**src/rtl/hcp_pkg.sv**
```systemverilog
package hcp_pkg;

    typedef enum logic [1:0] {
        ST_IDLE,
        ST_LOOKUP,
        ST_RESOLVE,
        ST_TRAIN
    } hcp_state_e;

    // 2-bit saturating counter step
    function automatic logic [1:0] sat_step(input logic [1:0] cur, input logic up);
        if (up) return (cur == 2'b11) ? 2'b11 : cur + 2'b01;
        else    return (cur == 2'b00) ? 2'b00 : cur - 2'b01;
    endfunction

endpackage

```
**src/rtl/hcp_ctr_table.sv**
```systemverilog
module hcp_ctr_table
    import hcp_pkg::*;
#(
    parameter int         IDX_W   = 8,
    parameter logic [1:0] RST_VAL = 2'b01
) (
    input  logic             clk,
    input  logic             rst_n,
    input  logic [IDX_W-1:0] rd_idx,
    output logic [1:0]       rd_ctr,
    input  logic             upd_en,
    input  logic [IDX_W-1:0] upd_idx,
    input  logic             upd_up
);
    localparam int ENTRIES = 1 << IDX_W;

    logic [1:0] ctr_q [ENTRIES];

    for (genvar g = 0; g < ENTRIES; g++) begin : g_entry
        always_ff @(posedge clk) begin
            if (!rst_n)
                ctr_q[g] <= RST_VAL;
            else if (upd_en && (upd_idx == IDX_W'(g)))
                ctr_q[g] <= sat_step(ctr_q[g], upd_up);
        end
    end

    assign rd_ctr = ctr_q[rd_idx];

endmodule

```
**src/rtl/hcp_hist_stack.sv**
```systemverilog
module hcp_hist_stack #(
    parameter int W     = 12,
    parameter int DEPTH = 8
) (
    input  logic         clk,
    input  logic         rst_n,
    input  logic         push,
    input  logic         pop,
    input  logic [W-1:0] push_data,
    output logic [W-1:0] top_data,
    output logic         empty
);
    localparam int CNT_W = $clog2(DEPTH + 1);

    logic [W-1:0]     ent_q [DEPTH];
    logic [CNT_W-1:0] cnt_q;

    // entry 0 is newest; a push shifts toward DEPTH-1, dropping the oldest
    for (genvar g = 0; g < DEPTH; g++) begin : g_slot
        logic [W-1:0] from_above;
        logic [W-1:0] from_below;
        if (g == 0) begin : g_head
            assign from_above = push_data;
        end else begin : g_body
            assign from_above = ent_q[g-1];
        end
        if (g == DEPTH - 1) begin : g_tail
            assign from_below = '0;
        end else begin : g_mid
            assign from_below = ent_q[g+1];
        end
        always_ff @(posedge clk) begin
            if (!rst_n)
                ent_q[g] <= '0;
            else if (push)
                ent_q[g] <= from_above;
            else if (pop)
                ent_q[g] <= from_below;
        end
    end

    always_ff @(posedge clk) begin
        if (!rst_n)
            cnt_q <= '0;
        else if (push) begin
            if (cnt_q != CNT_W'(DEPTH))
                cnt_q <= cnt_q + 1'b1;
        end else if (pop && (cnt_q != '0))
            cnt_q <= cnt_q - 1'b1;
    end

    assign top_data = ent_q[0];
    assign empty    = (cnt_q == '0);

endmodule

```
**src/rtl/hist_ckpt_pred.sv**
```systemverilog
module hist_ckpt_pred
    import hcp_pkg::*;
#(
    parameter int HIST_W      = 12,
    parameter int IDX_W       = 8,
    parameter int CH_W        = 6,
    parameter int PC_W        = 16,
    parameter int STACK_DEPTH = 8
) (
    input  logic              clk,
    input  logic              rst_n,
    input  logic              br_req,
    input  logic [PC_W-1:0]   br_pc,
    input  logic              hint_enter,
    input  logic              hint_exit,
    input  logic              res_valid,
    input  logic              res_taken,
    output logic              ready,
    output logic              pred_valid,
    output logic              pred_taken,
    output logic              pred_use_mod,
    output logic [HIST_W-1:0] pred_hist,
    output logic [HIST_W-1:0] hist_plain,
    output logic [HIST_W-1:0] hist_mod
);
    hcp_state_e state_q, state_d;

    logic [PC_W-1:0]   pc_q;
    logic [HIST_W-1:0] snap_plain_q, snap_mod_q;
    logic [HIST_W-1:0] plain_q, mod_q;
    logic              outcome_q;
    logic              pt_q, mt_q, use_mod_q, taken_q;
    logic [HIST_W-1:0] hist_sel_q;

    logic [IDX_W-1:0] idx_plain, idx_mod;
    logic [CH_W-1:0]  idx_ch;
    logic [1:0]       ctr_plain, ctr_mod, ctr_ch;
    logic             hint_ok, do_push, do_pop;
    logic             stk_empty;
    logic [HIST_W-1:0] stk_top;
    logic             training;

    // gshare indices come from the snapshot captured at request time
    assign idx_plain = pc_q[IDX_W-1:0] ^ snap_plain_q[IDX_W-1:0];
    assign idx_mod   = pc_q[IDX_W-1:0] ^ snap_mod_q[IDX_W-1:0];
    assign idx_ch    = pc_q[CH_W-1:0];
    assign training  = (state_q == ST_TRAIN);

    // hints only act when idle and no request competes; entry wins over exit
    assign hint_ok = (state_q == ST_IDLE) && !br_req;
    assign do_push = hint_ok && hint_enter;
    assign do_pop  = hint_ok && hint_exit && !hint_enter && !stk_empty;

    hcp_ctr_table #(.IDX_W(IDX_W), .RST_VAL(2'b01)) u_pht_plain (
        .clk(clk), .rst_n(rst_n),
        .rd_idx(idx_plain), .rd_ctr(ctr_plain),
        .upd_en(training), .upd_idx(idx_plain), .upd_up(outcome_q)
    );

    hcp_ctr_table #(.IDX_W(IDX_W), .RST_VAL(2'b01)) u_pht_mod (
        .clk(clk), .rst_n(rst_n),
        .rd_idx(idx_mod), .rd_ctr(ctr_mod),
        .upd_en(training), .upd_idx(idx_mod), .upd_up(outcome_q)
    );

    // chooser trains only on disagreement, toward the correct side
    hcp_ctr_table #(.IDX_W(CH_W), .RST_VAL(2'b01)) u_chooser (
        .clk(clk), .rst_n(rst_n),
        .rd_idx(idx_ch), .rd_ctr(ctr_ch),
        .upd_en(training && (pt_q != mt_q)), .upd_idx(idx_ch),
        .upd_up(mt_q == outcome_q)
    );

    hcp_hist_stack #(.W(HIST_W), .DEPTH(STACK_DEPTH)) u_stack (
        .clk(clk), .rst_n(rst_n),
        .push(do_push), .pop(do_pop),
        .push_data(mod_q), .top_data(stk_top), .empty(stk_empty)
    );

    // next-state logic
    always_comb begin
        state_d = state_q;
        unique case (state_q)
            ST_IDLE:    if (br_req) state_d = ST_LOOKUP;
            ST_LOOKUP:  state_d = ST_RESOLVE;
            ST_RESOLVE: if (res_valid) state_d = ST_TRAIN;
            ST_TRAIN:   state_d = ST_IDLE;
            default:    state_d = ST_IDLE;
        endcase
    end

    // state register
    always_ff @(posedge clk) begin
        if (!rst_n) state_q <= ST_IDLE;
        else        state_q <= state_d;
    end

    // request capture and outcome latch
    always_ff @(posedge clk) begin
        if (!rst_n) begin
            pc_q         <= '0;
            snap_plain_q <= '0;
            snap_mod_q   <= '0;
            outcome_q    <= 1'b0;
        end else begin
            if (state_q == ST_IDLE && br_req) begin
                pc_q         <= br_pc;
                snap_plain_q <= plain_q;
                snap_mod_q   <= mod_q;
            end
            if (state_q == ST_RESOLVE && res_valid)
                outcome_q <= res_taken;
        end
    end

    // history registers
    always_ff @(posedge clk) begin
        if (!rst_n) begin
            plain_q <= '0;
            mod_q   <= '0;
        end else if (training) begin
            plain_q <= {plain_q[HIST_W-2:0], outcome_q};
            mod_q   <= {mod_q[HIST_W-2:0], outcome_q};
        end else if (do_pop) begin
            mod_q   <= stk_top;
        end
    end

    // output registers, loaded in the lookup state
    always_ff @(posedge clk) begin
        if (!rst_n) begin
            pt_q       <= 1'b0;
            mt_q       <= 1'b0;
            use_mod_q  <= 1'b0;
            taken_q    <= 1'b0;
            hist_sel_q <= '0;
        end else if (state_q == ST_LOOKUP) begin
            pt_q       <= ctr_plain[1];
            mt_q       <= ctr_mod[1];
            use_mod_q  <= ctr_ch[1];
            taken_q    <= ctr_ch[1] ? ctr_mod[1] : ctr_plain[1];
            hist_sel_q <= ctr_ch[1] ? snap_mod_q : snap_plain_q;
        end
    end

    assign ready        = (state_q == ST_IDLE);
    assign pred_valid   = (state_q == ST_RESOLVE);
    assign pred_taken   = taken_q;
    assign pred_use_mod = use_mod_q;
    assign pred_hist    = hist_sel_q;
    assign hist_plain   = plain_q;
    assign hist_mod     = mod_q;

endmodule

```
**config.mk**
```make
export PLATFORM = sky130hd
export DESIGN_NAME = hist_ckpt_pred
export DESIGN_NICKNAME = d
export VERILOG_FILES = /design/src/rtl/hcp_pkg.sv /design/src/rtl/hcp_ctr_table.sv /design/src/rtl/hcp_hist_stack.sv /design/src/rtl/hist_ckpt_pred.sv
export SDC_FILE = /design/constraint.sdc
export NUM_CORES = 2
export LEC_CHECK = 0
export BUFFER_PORTS_ARGS = -buffer_cell sky130_fd_sc_hd__buf_2
export CAP_MARGIN = 0
export CORE_MARGIN = 8
export CORE_UTILIZATION = 60
export CTS_CLUSTER_DIAMETER = 40
export CTS_CLUSTER_SIZE = 14
export DETAILED_ROUTE_END_ITERATION = 10
export PLACE_DENSITY = 0.88
export SLEW_MARGIN = 0
export SYNTH_ARGS = -nofsm -noshare
export SYNTH_HDL_FRONTEND = slang
export SYNTH_SLANG_ARGS = --single-unit
```
**constraint.sdc**
```tcl
create_clock -name clk -period 6 [get_ports clk]
set_input_delay 0.6 -clock clk [delete_from_list [all_inputs] [get_ports clk]]
set_output_delay 0.6 -clock clk [all_outputs]
set_load 0.03 [all_outputs]
```
==> run_results.csv <==
group,metric,value,unit
run_status,outcome,"finished, final reports clean",
timing,max_freq,0.209,GHz
cts,clockRootBuffer,"clkbuf_16",
global_route,grt_usage,29.1,%
yosys,yosys_warnings,0,
worst_setup_path,slowest_delay,0.98,ns
yosys,syn_area_per_cell,10.5,um^2
yosys,synth_top_area_share,51.2,%
timing,finClkSkew,0.0609,ns
yosys,synth-edff-count,1248,
worst_setup_path,critical_path_buf_inv_count,1,
cts,cts_buffers,165,
cts,clockBufferDepth,3,
worst_setup_path,critPathTopFamily,"simple AND/OR/NAND/NOR gates",
detailed_routing,dr_total_vias,59400,
worst_setup_path,critical_path.max_fanout,18,
cells_and_area,multiInputGateArea,0.0300,mm^2
timing,rsz0062_at_grt,"no",
cells_and_area,antenna_cells,0,
cts,cts.clk_slew.worst_paths,0.07,ns
global_route,grt_pass1_wl,316,mm
floorplanning,initial_core_util,60.3,%
power,netSwitchingPower,0.00711,W
yosys,syn_area,0.0732,mm^2
cts,cts_setup_buffers,0,
global_route,grt_pass1_vias,58300,
cts,cts_tree,"done",
detailed_routing,drc,0,
detailed_routing,wl_per_cell,23.6,um
floorplanning,die_y,365,um
floorplanning,die_area,0.133,mm^2
run,maxCapViolCount,0,
cells_and_area,n_fill_cell,8121,
detailed_routing,routed_wl,201,mm
cells_and_area,drive_gt1_share,9.23,%
floorplanning,io_pins,63,
worst_setup_path,end_kind,"flip-flop",
global_route,grt.overflow.total,0,
yosys,synth_ff_type,"edfxtp_1",
place,dp_hpwl,119,mm
yosys,ys_types,58,
worst_setup_path,critPathSlowestCell,"xor2_4",
yosys,synth_area_leaders,"edfxtp_1 (51%), o21ai_0 (7.9%), maj3_1 (7.6%)",
timing,tightest_slew,1.33,ns
detailed_routing,viasPerCell,6.97,
power,comb_power_share,14.0,%
cts,clk_latency,0.81,ns
global_route,grt_max_degree,253,
worst_setup_path,cp_data_required_time,6.64,ns
power,p_per_area,310,mW/mm^2
floorplanning,core,0.121,mm^2
detailed_routing,drtIter0Drc,9403,
yosys,synth_common_cells,"edfxtp_1 (1248), o21ai_0 (1156), nand2_1 (823), maj3_1 (556), a211oi_1 (545)",
cts,ctsHoldBuffers,0,
timing,fin_crit_sh,79.6,%
worst_setup_path,crit_chain,"buf_4 -> xor2_4 -> nor2_1 -> a22o_1 -> a22oi_1 -> a31oi_1 -> or4b_1 -> nor4_2 -> a211oi_1",
cells_and_area,final_nets,6780,
place,gp_congestion,0.854,
hold_path,hold_path_class,"input port to flip-flop",
cts,cts_num_sinks,1333,
yosys,synthesis.nets,7019,
worst_setup_path,worstSetupPathType,"flip-flop to flip-flop",
power,p_sw_share,28.5,%
cells_and_area,areaGrowthSynthToFinish,9.86,%
place,place_area,0.0745,mm^2
yosys,synth_top_area_cell,"edfxtp_1",
power,total_power,0.0249,W
global_route,antenna_found_initial,1,
floorplanning,dieWidth,365,um
yosys,synth_seq_cells,1333,
timing,relSlewSlack,11.0,%
yosys,yosys.cell_count.top_type,"edfxtp_1",
timing,hold_viol,0,
detailed_routing,final_antenna_net_count,0,
worst_setup_path,crit_arrival,5.42,ns
timing,period_needed,4.78,ns
place,io_buffers,54,
power,p_int,0.0178,W
power,p_leak,27.9,nW
timing,setup_violations,0,
floorplanning,fp-row-count,128,
cells_and_area,final_area,0.0804,mm^2
timing,fin_setup_tns,0,ns
cts,h-tree-depth,4,
timing,slew_viol_final,0,
cts,cts_resized,0,
yosys,async_flop_share,0,%
worst_setup_path,critPathLaunchType,"flip-flop",
cells_and_area,seq_area,0.0392,mm^2
power,peakVddDrop,477,uV
power,p_clk_share,42.6,%
yosys,ys_seq_area_share,53.5,%
detailed_routing,firstDrtPassIters,7,
power,seqPwrFrac,43.5,%
yosys,syn_inst,6988,
## area by class of cell
type,instances,share of cell area (%)
flip-flops and latches,1333,48.7
repair buffers,185,1.66
clock inverters,124,1.90
inverters,516,2.41
well taps,1625,2.53
multi-input cells,4548,37.4
clock buffers,185,5.41
## layout by cell type (no fill, tap or decap), drive strengths merged, types with 8 or more instances in the layout
| cell | n |
|---|---|
| edfxtp | 1248 |
| o21ai | 1157 |
| nand2 | 823 |
| maj3 | 556 |
| inv | 546 |
| a211oi | 545 |
| or3 | 529 |
| nor2 | 194 |
| clkbuf | 185 |
| buf | 185 |
| nand3 | 134 |
| mux4 | 126 |
| a22o | 86 |
| dfxtp | 85 |
| a21oi | 80 |
| mux2i | 65 |
| clkinv | 60 |
| and3 | 53 |
| bufinv | 22 |
| nor3 | 20 |
| nand4 | 20 |
| xnor2 | 20 |
| xor2 | 19 |
| a22oi | 18 |
| and2 | 16 |
| clkinvlp | 12 |
| a311oi | 10 |
| a31oi | 9 |
| nor2b | 8 |
| a32oi | 8 |
## registers in the layout, indices dropped and copies added, names as in the netlist, named ones only
register,count
hist_mod,12
hist_plain,12
mt_q,1
outcome_q,1
pc_q,8
pred_hist,12
pred_taken,1
pred_use_mod,1
pt_q,1
snap_mod_q,12
snap_plain_q,12
state_q,2
u_chooser.ctr_q,128
u_pht_mod.ctr_q,512
u_pht_plain.ctr_q,512
u_stack.cnt_q,4
u_stack.ent_q,96
## worst reg2reg max path: stages (launching register included)
cell      delay (ns)
dfxtp_1         0.68
buf_4           0.35
xor2_4          0.98
nor2_1          0.49
a22o_1          0.30
a22oi_1         0.19
a31oi_1         0.15
or4b_1          0.64
nor4_2          0.66
a211oi_1        0.17
## power by group through the flow
stage	clock network, W	logic (W)	registers [W]
finish	0.0106	0.00349	0.0108
global route	0.0110	0.00367	0.0109
CTS	0.0106	0.00338	0.0108
detailed placement	0	0.00332	0.0110
global placement	0	0.00320	0.0110
floorplan	0	0.00229	0.0109
## cell families (layout without fill, tap and decap cells)
kind of cell / after synthesis / after routing / share of synthesized area [%]
compound gates: 1939 / 1939 / 15.9
flops: 1333 / 1333 / 53.5
simple gates: 1815 / 1815 / 11.8
buf+inv: 1107 / 1010 / 5.78
fa+ha+maj: 564 / 564 / 7.75
xor+xnor: 39 / 39 / 0.508
mux: 191 / 191 / 4.80
## per-stage QoR
stage / cells / hold slack [ns] / utilization [%] / setup slack, ns
after floorplan: 6988 / 0.436 / - / 1.13
after global placement: 8207 / 0.442 / 61.4 / 1.52
after detailed placement: 8207 / 0.447 / 61.4 / 1.37
after CTS: 8516 / 0.0228 / 66.2 / 1.35
after global routing: 8516 / 0.0482 / 66.2 / 1.16
final: 8516 / 0.0559 / 66.2 / 1.22
## per-layer routing
metal | vias to the layer above | routed length, um | track usage [%]
met1 | 28600 | 71200 | 38.0
li1 | 25500 | - | -
met5 | - | 7 | 0
met3 | 800 | 25200 | 6.74
met2 | 4441 | 94200 | 45.9
met4 | 2 | 10300 | 14.8
## worst paths after layout
| path | start | endpoint | slack, ns | cells after the start |
|---|---|---|---|---|
| max | pc_q[0]$_SDFFE_PN0P_ | pt_q$_SDFFE_PN0N_ | 1.22 | 9 |
| min | br_pc[7] | pc_q[7]$_SDFFE_PN0P_ | 0.06 | 3 |
| max reg2reg | pc_q[0]$_SDFFE_PN0P_ | pt_q$_SDFFE_PN0N_ | 1.22 | 9 |
| min reg2reg | snap_mod_q[10]$_SDFFE_PN0P_ | snap_mod_q[10]$_SDFFE_PN0P_ | 0.46 | 2 |
Power figures use the tool's default switching activity.
